<file path="src/rtl/rmii_rx_pkg.sv">
package rmii_rx_pkg;
  localparam int DIB_W = 2;

  typedef enum logic { ST_HUNT, ST_FRAME } rxState_t;

  typedef struct packed {
    logic shiftEn;
    logic byteDone;
    logic clearAcc;
  } dpCtrl_t;
endpackage

</file>
<file path="src/rtl/rmii_rx_ctrl.sv">
module rmii_rx_ctrl
  import rmii_rx_pkg::*;
#(
  parameter int SLOW_DIV      = 10,
  parameter int DIBS_PER_BYTE = 4
) (
  input  logic             clk,
  input  logic             rst,
  input  logic             fastMode,
  input  logic [DIB_W-1:0] rxDibble,
  input  logic             crsDvIn,
  output dpCtrl_t          dpCtrl,
  output logic             crsOut,
  output logic             dvOut,
  output logic             sofStrobe,
  output logic             eofStrobe
);
  localparam int DIV_W = (SLOW_DIV > 1) ? $clog2(SLOW_DIV) : 1;
  localparam int IDX_W = (DIBS_PER_BYTE > 1) ? $clog2(DIBS_PER_BYTE) : 1;
  localparam logic [IDX_W-1:0] LAST_IDX = IDX_W'(DIBS_PER_BYTE - 1);

  logic [DIV_W-1:0] divCnt;
  logic             sampleEn;

  generate
    if (SLOW_DIV > 1) begin : g_div
      always_ff @(posedge clk) begin
        if (rst || divCnt == DIV_W'(SLOW_DIV - 1)) divCnt <= '0;
        else                                       divCnt <= divCnt + 1'b1;
      end
    end else begin : g_nodiv
      assign divCnt = '0;
    end
  endgenerate

  assign sampleEn = fastMode || (divCnt == '0);

  rxState_t         state;
  logic             seenPre;
  logic             firstLow;
  logic [IDX_W-1:0] dibIdx;

  logic hunting, firstDib, sofNow, eofNow, shiftNow, byteNow;

  always_comb begin
    hunting  = (state == ST_HUNT);
    firstDib = ~dibIdx[0];
    sofNow   = sampleEn && hunting && crsDvIn && (rxDibble == 2'b11) && seenPre;
    eofNow   = sampleEn && !hunting && !firstDib && !crsDvIn && firstLow;
    shiftNow = sampleEn && !hunting && !eofNow;
    byteNow  = shiftNow && (dibIdx == LAST_IDX);
  end

  assign dpCtrl = '{shiftEn: shiftNow, byteDone: byteNow, clearAcc: sofNow};

  always_ff @(posedge clk) begin
    if (rst) begin
      state     <= ST_HUNT;
      seenPre   <= 1'b0;
      firstLow  <= 1'b0;
      dibIdx    <= '0;
      crsOut    <= 1'b0;
      dvOut     <= 1'b0;
      sofStrobe <= 1'b0;
      eofStrobe <= 1'b0;
    end else begin
      sofStrobe <= sofNow;
      eofStrobe <= eofNow;
      if (sampleEn) begin
        if (hunting) begin
          crsOut <= crsDvIn;
          if (sofNow) begin
            state   <= ST_FRAME;
            dvOut   <= 1'b1;
            dibIdx  <= '0;
            seenPre <= 1'b0;
          end else if (!crsDvIn) begin
            seenPre <= 1'b0;
          end else if (rxDibble == 2'b01) begin
            seenPre <= 1'b1;
          end else if (rxDibble != 2'b00) begin
            seenPre <= 1'b0;
          end
        end else begin
          if (firstDib) begin
            crsOut   <= crsDvIn;
            firstLow <= !crsDvIn;
          end
          if (eofNow) begin
            state  <= ST_HUNT;
            dvOut  <= 1'b0;
            crsOut <= 1'b0;
            dibIdx <= '0;
          end else begin
            dibIdx <= byteNow ? '0 : dibIdx + 1'b1;
          end
        end
      end
    end
  end

  AST_SLOW_SPACING: assert property (@(posedge clk) disable iff (rst)
    (!fastMode && $past(!fastMode) && !$past(rst) && sampleEn) |-> !$past(sampleEn));
  AST_SOF_OPENS_DV: assert property (@(posedge clk) disable iff (rst)
    sofStrobe |-> dvOut);
  AST_EOF_CLOSES: assert property (@(posedge clk) disable iff (rst)
    eofStrobe |-> (!dvOut && !crsOut));
endmodule

</file>
<file path="src/rtl/rmii_rx_dp.sv">
module rmii_rx_dp
  import rmii_rx_pkg::*;
#(
  parameter int BYTE_W = 8
) (
  input  logic              clk,
  input  logic              rst,
  input  dpCtrl_t           dpCtrl,
  input  logic [DIB_W-1:0]  rxDibble,
  input  logic              rxErrIn,
  output logic [BYTE_W-1:0] byteOut,
  output logic              byteValid,
  output logic              byteErr
);
  logic [BYTE_W-1:0] acc;
  logic [BYTE_W-1:0] nextAcc;
  logic              errAcc;

  assign nextAcc = {rxDibble, acc[BYTE_W-1:DIB_W]};

  always_ff @(posedge clk) begin
    if (rst) begin
      acc       <= '0;
      errAcc    <= 1'b0;
      byteOut   <= '0;
      byteValid <= 1'b0;
      byteErr   <= 1'b0;
    end else begin
      byteValid <= 1'b0;
      byteErr   <= 1'b0;
      if (dpCtrl.clearAcc) begin
        acc    <= '0;
        errAcc <= 1'b0;
      end else if (dpCtrl.shiftEn) begin
        if (dpCtrl.byteDone) begin
          byteOut   <= nextAcc;
          byteValid <= 1'b1;
          byteErr   <= errAcc | rxErrIn;
          errAcc    <= 1'b0;
        end else begin
          errAcc <= errAcc | rxErrIn;
        end
        acc <= nextAcc;
      end
    end
  end

  AST_ERR_WITH_VALID: assert property (@(posedge clk) disable iff (rst)
    byteErr |-> byteValid);
  AST_BYTE_PULSE: assert property (@(posedge clk) disable iff (rst)
    (byteValid && $past(!dpCtrl.byteDone)) |-> 1'b0);
endmodule

</file>
<file path="src/rtl/rmii_rx_adapter.sv">
module rmii_rx_adapter
  import rmii_rx_pkg::*;
#(
  parameter int SLOW_DIV = 10,
  parameter int BYTE_W   = 8
) (
  input  logic              clk,
  input  logic              rst,
  input  logic              fastMode,
  input  logic [1:0]        rxDibble,
  input  logic              crsDvIn,
  input  logic              rxErrIn,
  output logic              crsOut,
  output logic              dvOut,
  output logic [BYTE_W-1:0] byteOut,
  output logic              byteValid,
  output logic              byteErr,
  output logic              sofStrobe,
  output logic              eofStrobe
);
  localparam int DIBS_PER_BYTE = BYTE_W / DIB_W;

  dpCtrl_t dpCtrl;

  rmii_rx_ctrl #(.SLOW_DIV(SLOW_DIV), .DIBS_PER_BYTE(DIBS_PER_BYTE)) u_ctrl (
    .clk(clk), .rst(rst), .fastMode(fastMode), .rxDibble(rxDibble),
    .crsDvIn(crsDvIn), .dpCtrl(dpCtrl), .crsOut(crsOut), .dvOut(dvOut),
    .sofStrobe(sofStrobe), .eofStrobe(eofStrobe)
  );

  rmii_rx_dp #(.BYTE_W(BYTE_W)) u_dp (
    .clk(clk), .rst(rst), .dpCtrl(dpCtrl), .rxDibble(rxDibble),
    .rxErrIn(rxErrIn), .byteOut(byteOut), .byteValid(byteValid),
    .byteErr(byteErr)
  );

  AST_BYTE_IN_FRAME: assert property (@(posedge clk) disable iff (rst)
    byteValid |-> dvOut);
  AST_RESET_QUIET: assert property (@(posedge clk) disable iff (rst)
    $past(rst) |-> (!byteValid && !sofStrobe && !eofStrobe && !dvOut && !crsOut));
endmodule

</file>
<file path="config.mk">
export PLATFORM = sky130hd
export DESIGN_NAME = rmii_rx_adapter
export DESIGN_NICKNAME = d
export VERILOG_FILES = /design/src/rtl/rmii_rx_pkg.sv /design/src/rtl/rmii_rx_ctrl.sv /design/src/rtl/rmii_rx_dp.sv /design/src/rtl/rmii_rx_adapter.sv
export SDC_FILE = /design/constraint.sdc
export NUM_CORES = 1
export LEC_CHECK = 0
export ABC_CLOCK_PERIOD_IN_PS = 1400
export CORE_MARGIN = 2
export CORE_UTILIZATION = 46
export CTS_CLUSTER_DIAMETER = 40
export CTS_CLUSTER_SIZE = 8
export DETAILED_ROUTE_END_ITERATION = 16
export PLACE_DENSITY = 0.72
export SYNTH_ARGS = -nofsm -noshare
export SYNTH_HDL_FRONTEND = slang
export SYNTH_SLANG_ARGS = --single-unit
</file>
<file path="constraint.sdc">
create_clock -name clk -period 1.4 [get_ports clk]
set_input_delay 0.14 -clock clk [delete_from_list [all_inputs] [get_ports clk]]
set_output_delay 0.14 -clock clk [all_outputs]
set_load 0.02 [all_outputs]
</file>
==> flow_metrics.py, run 1 <==
metrics = {
    "status": {
        "status": "complete, but fails checks",
        "violations": "setup timing",
    },
    "global_routing": {
        "grtUsageMet1_pct": 23.24,
        "grt_use_met2_pct": 31.86,
        "grt_pass1_vias": 1061,
        "grt_max_degree": 21,
        "grt.total_usage_pct": 19.65,
        "antenna_found_initial": 0,
        "grtUsageMet3_pct": 5.069,
        "busiest_layer": "met2",
        "grt_pass1_wl_microns": 4802,
        "grt_overflow": 0,
    },
    "placement": {
        "portBuffers": 20,
        "gp_congestion": 0.8963,
        "dp.cells": 195,
        "place_area_sq_um": 1639,
        "dp_hpwl_microns": 1979,
    },
    "worst_hold_path": {
        "min_to": "u_dp.byteOut[0]",
        "whs_path_depth": 2,
        "worstHoldStart": "u_dp.byteOut[0]",
        "holdCritPathClass": "reg -> reg",
    },
    "synthesis": {
        "syn_avg_cell_area_sq_um": 9.894,
        "synth_nets": 141,
        "ys.flop_type": "dfxtp_1",
        "ys_seq_area_share_pct": 46.69,
        "async_flop_share_pct": 0,
        "ys_ff_latch": 30,
        "synth.cell_area_sq_um": 1286,
        "synth_top_area_cell": "dfxtp_1",
        "synth_edf_count": 0,
        "yosysTopAreaCellShare_pct": 46.69,
        "synthCells": 130,
        "synthTopCellsByArea": "dfxtp_1 (47%), mux2i_1 (11%), nand2b_1 (8.3%)",
        "yosysUniqueCellTypes": 33,
        "yosysWarnings": 0,
    },
    "worst_setup_path": {
        "required_ns": 1.61,
        "worstPathArrival_ns": 1.78,
        "r2r_slack_ns": -0.17,
        "end_kind": "flop",
        "r2r-start": "u_ctrl.divCnt[0]",
        "r2r-end": "u_dp.acc[7]",
        "ff2ff_path_depth": 7,
        "criticalPathCategory": "reg -> reg",
        "cp_max_fo": 5,
        "cp-start-kind": "flop",
    },
    "die": {
        "initial_core_util_pct": 47.46,
        "core_area_sq_um": 2710,
        "die-width_microns": 56.88,
        "die_y_microns": 56.88,
        "rows": 19,
        "boundaryPins": 21,
        "die-area_sq_um": 3235,
    },
    "clock_tree": {
        "h-tree-depth": 2,
        "root_buffer": "clkbuf_4",
        "clock_latency_ns": 0.32,
        "path_clk_slew_ns": 0.08,
        "numCtsBuffers": 5,
        "cts_hold_buf": 0,
        "cts_buffer_depth": 2,
        "clock-sinks": 30,
        "cts_tree": "yes",
    },
    "route": {
        "routedWlPerCell_microns": 14.13,
        "drt_iter0_drc": 19,
        "drc": 0,
        "vias_per_cell": 5.255,
        "dr.pass1.iters": 4,
        "route.vias.total": 1093,
        "finalWirelength_microns": 2940,
        "ant_nets": 0,
    },
    "finish": {
        "nNetsFinal": 188,
        "n_antenna_cell": 0,
        "final_cell_area_sq_um": 1822,
        "stdcell_count": 208,
        "synthToLayoutAreaGrowth_pct": 41.63,
        "fillers": 227,
        "drive_above_1_share_pct": 27.68,
    },
    "timing": {
        "slew_viol_final": 0,
        "final_hold_viol_count": 0,
        "finalClockSkew_ns": 0.009947,
        "finalCritPeriodShare_pct": 112.1,
        "worstMarginPinSlew_ns": 0.4185,
        "tns_ns": -2.735,
        "max_freq_mhz": 637.2,
        "finalSetupViolCount": 26,
        "rsz0062_at_grt": "true",
        "fin_hold_ws_ns": 0.4732,
        "relSlewSlack_pct": 72.06,
        "period_minus_slack_ns": 1.569,
        "fin_ws_ns": -0.1694,
    },
    "power_and_ir_drop": {
        "leakage_nw": 0.8073,
        "comb_power_share_pct": 12.9,
        "power.density_nw_per_um2": 833.6,
        "pwr-share-clk_pct": 29.3,
        "power_mw": 1.519,
        "swShare_pct": 23.72,
        "switching_power_uw": 360.2,
        "irDropWorstVdd_uv": 723.4,
        "seqPwrFrac_pct": 57.8,
        "p_int_mw": 1.158,
    },
    "job": {
        "max-cap-violations": 0,
    },
}
-- cells in the final DEF, fill, tap and decap left out, drive strengths merged --
cell           synthesis  routed
dfxtp                 30      30
buf                    1      23
nand2b                18      18
nor2                  14      15
mux2i                 14      14
dlygate4sd2            0      11
clkdlybuf4s50          0       7
clkbuf                 3       7
a21oi                  7       7
o21ai                  6       6
inv                    5       5
nor3                   5       5
ha                     4       4
nand2                  3       3
nor3b                  3       3
a31oi                  2       2
dlymetal6s2s           0       2
or3                    2       2
o211ai                 2       2
and4                   1       1
a211oi                 1       1
and3b                  1       1
nand3b                 1       1
or2                    1       1
nor4                   1       1
a311oi                 1       1
xnor2                  1       1
o21a                   1       1
nand4                  1       1
a41oi                  1       1
-- Yosys cell counts, drive strengths merged, types with 2 or more instances --
cell type  instances
dfxtp             30
nand2b            18
mux2i             14
nor2              14
a21oi              7
o21ai              6
inv                5
nor3               5
ha                 4
clkbuf             3
nand2              3
nor3b              3
a31oi              2
o211ai             2
or3                2
-- layer usage --
metal / vias to the layer above / part of all wire, %
met5: - / 0
met4: 0 / 2.4
met3: 7 / 4.5
met2: 29 / 51
met1: 511 / 42
li1: 546 / -
-- worst max-delay path, cell delays in order, from the launching register on --
cell and delay [ns]:
dfxtp_2 0.34, inv_2 0.05, ha_4 0.15, nor3b_4 0.16, o211ai_4 0.34, buf_6 0.18
mux2i_1 0.18, nor2_1 0.06
-- sequential cells by signal, indices dropped and copies added, names as in the netlist, 2 cells and up --
| name | cells |
|---|---|
| u_ctrl.dibIdx | 2 |
| u_ctrl.divCnt | 4 |
| u_dp.acc | 6 |
| u_dp.byteOut | 8 |
-- what timing repair did --
item	in CTS	in global routing
gates cloned	1	0
pin swaps	4	7
buffers inserted	2	4
setup endpoints to repair	36	27
gates resized for setup	25	11
-- area by class of cell --
| type | instances | area [sq um] | area share [%] |
|---|---|---|---|
| clock buffers | 7 | 45.04 | 2.473 |
| repair buffers | 43 | 386.6 | 21.22 |
| well taps | 31 | 38.79 | 2.129 |
| multi-input cells | 92 | 729.5 | 40.04 |
| inverters | 5 | 18.77 | 1.030 |
| flip-flops and latches | 30 | 603.1 | 33.10 |
-- worst max-delay path by stage --
stage | endpoint | cells after the start | startpoint
floorplan | u_dp.byteOut[0] | 7 | u_ctrl.divCnt[0]
global placement | u_dp.acc[4] | 7 | u_ctrl.divCnt[1]
detailed placement | u_dp.acc[7] | 7 | u_ctrl.divCnt[1]
CTS | u_ctrl.firstLow | 7 | u_ctrl.divCnt[1]
global route | u_dp.acc[6] | 7 | u_ctrl.divCnt[1]
finish | u_dp.acc[7] | 7 | u_ctrl.divCnt[0]
-- kinds of logic after synthesis --
logic type | Yosys count | synth area share, %
adder cells (fa/ha/maj) | 4 | 3.891
multiplexers | 14 | 10.89
XOR/XNOR | 1 | 0.6811
AO/OA/AOI/OAI | 21 | 10.12
buffers and inverters | 9 | 3.210
flip-flops | 30 | 46.69
AND/OR/NAND/NOR | 51 | 24.51
-- power by group through the flow --
stage	sequential, mW	clock, mW	combinational [mW]
floorplan	0.901	0	0.0761
global placement	0.895	0	0.160
detailed placement	0.896	0	0.167
CTS	0.878	0.460	0.189
global route	0.880	0.499	0.214
finish	0.878	0.444	0.197
-- through the flow --
step / util, % / setup WS, ns
final: 67.22 / -0.1694
after global routing: 67.22 / -0.2457
after CTS: 64.68 / -0.2001
after detailed placement: 60.48 / -0.2641
after global placement: 60.48 / -0.1957
after floorplan: - / -0.007204
(Power assumes the default switching activity.)
==> run 2, diff against run 1 <==
--- a/config.mk
+++ b/config.mk
@@ -6,7 +6,6 @@
 export NUM_CORES = 1
 export LEC_CHECK = 0
 export ABC_CLOCK_PERIOD_IN_PS = 1400
-export CORE_MARGIN = 2
 export CORE_UTILIZATION = 46
 export CTS_CLUSTER_DIAMETER = 40
 export CTS_CLUSTER_SIZE = 8
==> run 2 against run 1 <==
Net effect:
- the run still ends with setup timing left
- count of clock-buffer cells in the layout down 2
- non-clock buffer count is 1 higher
- first-iteration DRC count rose by 16%
- critical endpoint is now u_dp.byteOut[6]
- largest cell class unchanged
- largest power group unchanged
==> flow_metrics.py, run 2 (synthesis gave the netlist of run 1 again) <==
metrics = {
    "timing": {
        "rsz0062_at_grt": "true",
        "slew_viol_final": 0,
        "finalClockSkew_ns": 0.008981,
        "fin_hold_ws_ns": 0.4367,
        "final_hold_viol_count": 0,
        "max_freq_mhz": 667.5,
        "finalSetupViolCount": 20,
        "finalCritPeriodShare_pct": 107.0,
        "period_minus_slack_ns": 1.498,
        "relSlewSlack_pct": 80.53,
        "worstMarginPinSlew_ns": 0.2918,
        "fin_ws_ns": -0.09805,
    },
    "die": {
        "die_y_microns": 54.88,
        "core_area_sq_um": 2567,
        "die-width_microns": 54.88,
        "initial_core_util_pct": 50.10,
        "rows": 18,
        "die-area_sq_um": 3012,
        "boundaryPins": 21,
    },
    "route": {
        "finalWirelength_microns": 2946,
        "vias_per_cell": 5.226,
        "route.vias.total": 1087,
        "ant_nets": 0,
        "drc": 0,
        "dr.pass1.iters": 4,
        "routedWlPerCell_microns": 14.16,
        "drt_iter0_drc": 22,
    },
    "global_routing": {
        "antenna_found_initial": 0,
        "grt_max_degree": 13,
        "grt.total_usage_pct": 22.73,
        "grt_pass1_vias": 1056,
        "grt_overflow": 0,
        "grt_pass1_wl_microns": 4595,
    },
    "clock_tree": {
        "cts_hold_buf": 0,
        "h-tree-depth": 2,
        "clock-sinks": 30,
        "numCtsBuffers": 5,
        "cts_tree": "yes",
        "clock_latency_ns": 0.33,
        "cts_buffer_depth": 2,
        "path_clk_slew_ns": 0.09,
        "root_buffer": "clkbuf_4",
    },
    "finish": {
        "largest_register_ffs": 8,
        "top_register": "u_dp.byteOut",
        "final_common_cell": "dfxtp_1",
        "synthToLayoutAreaGrowth_pct": 43.68,
        "stdcell_count": 208,
        "largest_registers": "u_dp.byteOut (8), u_dp.acc (6), u_ctrl.divCnt (4)",
        "n_antenna_cell": 0,
        "nNetsFinal": 189,
        "final_util_pct": 71.98,
        "drive_above_1_share_pct": 31.46,
        "most-common-layout-cells": "dfxtp_1 (28), buf_4 (21), nand2b_1 (17), mux2i_1 (14), nor2_1 (12)",
    },
    "job": {
        "max-cap-violations": 0,
    },
    "placement": {
        "place_ws_ns": -0.3156,
        "dp.cells": 197,
        "portBuffers": 20,
        "dp_hpwl_microns": 2081,
        "gp_congestion": 0.8256,
    },
    "worst_setup_path": {
        "ff2ff_path_depth": 7,
        "startpoint": "u_ctrl.divCnt[1]",
        "criticalPathCategory": "reg -> reg",
        "r2r-start": "u_ctrl.divCnt[1]",
        "r2r-end": "u_dp.byteOut[6]",
        "worstPathArrival_ns": 1.77,
        "cp_max_fo": 4,
        "endpoint": "u_dp.byteOut[6]",
        "r2r_slack_ns": -0.1,
        "required_ns": 1.67,
        "end_kind": "flop",
        "cp-start-kind": "flop",
    },
    "status": {
        "violations": "setup timing",
        "status": "complete, but fails checks",
    },
    "power_and_ir_drop": {
        "power.density_nw_per_um2": 847.8,
        "leakage_nw": 0.8233,
        "irDropWorstVdd_uv": 724.7,
    },
    "worst_hold_path": {
        "holdCritPathClass": "in -> reg",
    },
}
-- run 2: cell count changes in the layout (fill, tap and decap cells not counted), sizes merged --
| cell | before | now |
|---|---|---|
| clkbuf | 7 | 5 |
| clkinv | 0 | 2 |
| buf | 23 | 24 |
-- run 2: layout make-up --
class	count	area, sq um
clock inverters	2	10.01
clock buffers	5	37.54
well taps	30	37.54
multi-input cells	92	749.5
inverters	5	18.77
fillers	201	719.4
repair buffers	44	391.6
flip-flops and latches	30	603.1
-- run 2: worst max-delay path, stage by stage (launching register included) --
cell,delay (ns)
dfxtp_2,0.34
inv_2,0.07
ha_4,0.12
nor3b_4,0.24
o211ai_4,0.14
buf_12,0.16
nor2_4,0.18
mux2i_1,0.19
-- run 2: through the flow --
step	TNS [ns]	instance area [sq um]	total power [mW]
floorplan	-0.05763	1287	0.9771
global placement	-2.775	1660	1.061
detailed placement	-3.700	1660	1.070
CTS	-1.573	1780	1.553
global route	-3.072	1848	1.628
finish	-1.222	1848	1.567
-- run 2: per-layer routing --
metal / routed length (microns) / GRT usage (%)
met5: 0 / 0
met4: 43 / 12.82
met3: 111 / 5.833
met2: 1631 / 40.56
met1: 1159 / 23.75
-- run 2: worst min path at each step --
stage	cells after the start	start	slack (ns)	endpoint
5_1_grt	2	rxErrIn	0.46	u_dp.byteErr
4_1_cts	2	rxErrIn	0.42	u_dp.byteErr
6_report	2	rxErrIn	0.44	u_dp.byteErr
3_5_place_dp	1	u_dp.errAcc	0.46	u_dp.byteErr
2_1_floorplan	1	rxErrIn	0.25	u_dp.byteErr
3_3_place_gp	1	u_dp.errAcc	0.45	u_dp.byteErr
-- run 2: power by group --
| group | total, mW | switching, mW | internal, mW | leakage, nW |
|---|---|---|---|---|
| Sequential | 0.878 | 0.0101 | 0.867 | 0.243 |
| Combinational | 0.216 | 0.0995 | 0.117 | 0.549 |
| Clock | 0.473 | 0.293 | 0.180 | 0.0308 |
| Total | 1.57 | 0.403 | 1.16 | 0.823 |
-- run 2: repair_timing --
| action | 4_1_cts | 5_1_grt |
|---|---|---|
| pin swaps | 8 | 8 |
| endpoints found under the setup margin | 35 | 29 |
| gates cloned | 1 | 0 |
| gates resized for setup | 24 | 13 |
| setup buffers | 3 | 1 |
==> run 3, diff against run 2 <==
--- a/config.mk
+++ b/config.mk
@@ -6,11 +6,12 @@
 export NUM_CORES = 1
 export LEC_CHECK = 0
 export ABC_CLOCK_PERIOD_IN_PS = 1400
-export CORE_UTILIZATION = 46
+export CORE_MARGIN = 2
+export CORE_UTILIZATION = 30
 export CTS_CLUSTER_DIAMETER = 40
 export CTS_CLUSTER_SIZE = 8
 export DETAILED_ROUTE_END_ITERATION = 16
-export PLACE_DENSITY = 0.72
+export PLACE_DENSITY = 0.51
 export SYNTH_ARGS = -nofsm -noshare
 export SYNTH_HDL_FRONTEND = slang
 export SYNTH_SLANG_ARGS = --single-unit
==> run 3 against run 2 <==
Net effect:
- the flow still finishes with violations (setup timing)
- routed wire length is 2.7% lower
- global-route usage down 10 points
- fmax up 2.3%
- cell count up 9.6%
- flip-flop and latch count stayed put
==> flow_metrics.py, run 3 (synthesis gave the netlist of run 1 again) <==
metrics = {
    "status": {
        "status": "complete, but fails checks",
        "violations": "setup timing",
    },
    "worst_hold_path": {
        "holdCritPathClass": "reg -> reg",
    },
    "route": {
        "met2_length_microns": 1360,
        "vias_per_cell": 4.750,
        "drc": 0,
        "routed.top_layer": "met4",
        "ant_nets": 0,
        "dr.pass1.iters": 4,
        "wl_met3_microns": 108,
        "met1_length_microns": 1353,
        "drt_iter0_drc": 48,
        "finalWirelength_microns": 2867,
        "route.vias.total": 1083,
        "routedWlPerCell_microns": 12.57,
    },
    "clock_tree": {
        "root_buffer": "clkbuf_8",
        "numCtsBuffers": 5,
        "path_clk_slew_ns": 0.06,
        "clock_latency_ns": 0.27,
        "h-tree-depth": 2,
        "cts_tree": "yes",
        "clock-sinks": 30,
        "cts_buffer_depth": 2,
    },
    "finish": {
        "most-common-layout-cells": "dfxtp_1 (28), buf_4 (19), nand2b_1 (17), clkdlybuf4s50_1 (16), mux2i_1 (14)",
        "nNetsFinal": 188,
        "final_util_pct": 46.56,
        "drive_above_1_share_pct": 26.97,
        "top_register": "u_dp.byteOut",
        "largest_register_ffs": 8,
        "largest_registers": "u_dp.byteOut (8), u_dp.acc (6), u_ctrl.divCnt (4)",
        "synthToLayoutAreaGrowth_pct": 46.89,
        "final_cell_area_sq_um": 1889,
        "n_antenna_cell": 0,
        "final_common_cell": "dfxtp_1",
    },
    "worst_setup_path": {
        "cp_slowest_stage_delay_ns": 0.33,
        "cp-start-kind": "flop",
        "end_kind": "flop",
        "required_ns": 1.61,
        "cp_max_fo": 4,
        "crit_slowest_cell": "or3_1",
        "criticalPathCategory": "reg -> reg",
        "crit_path_cell_trace": "inv_2, ha_4, nor3b_4, buf_6, o21ai_4, or3_1, a21oi_2",
        "worstPathArrival_ns": 1.68,
    },
    "timing": {
        "worstMarginPinSlew_ns": 0.3171,
        "max_freq_mhz": 682.7,
        "finalClockSkew_ns": 0.005809,
        "slew_viol_final": 0,
        "finalCritPeriodShare_pct": 104.6,
        "final_hold_viol_count": 0,
        "fin_ws_ns": -0.06472,
        "period_minus_slack_ns": 1.465,
        "rsz0062_at_grt": "true",
        "finalSetupViolCount": 21,
        "relSlewSlack_pct": 78.78,
    },
    "placement": {
        "dp_hpwl_microns": 1981,
        "portBuffers": 20,
        "gp_congestion": 0.8202,
        "place_area_sq_um": 1678,
    },
    "die": {
        "die-width_microns": 69.48,
        "die-area_sq_um": 4827,
        "rows": 23,
        "initial_core_util_pct": 31.70,
        "die_y_microns": 69.48,
        "core_area_sq_um": 4058,
        "boundaryPins": 21,
    },
    "power_and_ir_drop": {
        "leakage_nw": 0.8053,
        "power.density_nw_per_um2": 942.8,
        "irDropWorstVdd_uv": 553.7,
    },
    "job": {
        "max-cap-violations": 0,
    },
    "global_routing": {
        "grt_pass1_vias": 994,
        "antenna_found_initial": 0,
        "grt_pass1_wl_microns": 4685,
        "grt_overflow": 0,
        "grt.total_usage_pct": 12.26,
        "grt_max_degree": 11,
    },
}
-- run 3: path summary, 6_finish.rpt --
| check | slack (ns) | startpoint | to | cells past startpoint |
|---|---|---|---|---|
| worst max register to register | -0.06 | u_ctrl.divCnt[1] | u_ctrl.firstLow | 7 |
| worst min-delay path | 0.47 | u_dp.byteOut[7] | u_dp.byteOut[7] | 2 |
| worst min register to register | 0.47 | u_dp.byteOut[7] | u_dp.byteOut[7] | 2 |
| worst max-delay path | -0.06 | u_ctrl.divCnt[1] | u_ctrl.firstLow | 7 |
-- run 3: report_power, final --
| group | switching, mW | internal [mW] | leakage, nW |
|---|---|---|---|
| sequential | 0.00963 | 0.869 | 0.243 |
| clock | 0.309 | 0.396 | 0.0482 |
| combinational | 0.0915 | 0.107 | 0.514 |
-- run 3: stage by stage --
stage               power [mW]  hold slack [ns]  setup TNS (ns)  std cells  setup slack [ns]
floorplan               0.9771           0.2502        -0.05763        130         -0.007204
global placement         1.059           0.4585          -2.638        216           -0.1842
detailed placement       1.062           0.4631          -2.872        216           -0.2087
CTS                      1.796           0.4812         -0.7454        228          -0.07147
global route             1.875           0.5035          -2.822        228           -0.1706
finish                   1.781           0.4745         -0.6305        228          -0.06472
-- run 3: what timing repair did --
item / in CTS / in global routing
gates cloned: 1 / 0
hold endpoints to repair: 0 / 0
pin swaps: 9 / 2
hold buffers: 0 / 0
buffers inserted: 3 / 0
setup endpoints to repair: 24 / 29
resized for setup: 13 / 9
-- run 3: critical path, delay by kind of cell (launching register included) --
family	cells	cell delay, ns
buf+inv	2	0.22
simple gates	2	0.57
compound gates	2	0.17
fa+ha+maj	1	0.12
flops	1	0.32
-- run 3: per-layer routing --
metal,vias up,track usage [%]
li1,545,-
met1,513,15.87
met2,20,19.02
met3,5,3.924
met4,0,4.575
met5,-,0
-- run 3: final cells by class --
cell class | instances | area (sq um)
clock inverter | 1 | 5.005
clock buffer | 7 | 86.33
fill | 405 | 2168
multi-input combinational | 92 | 715.7
timing repair buffer | 43 | 397.9
tap | 50 | 62.56
sequential | 30 | 603.1
inverter | 5 | 18.77
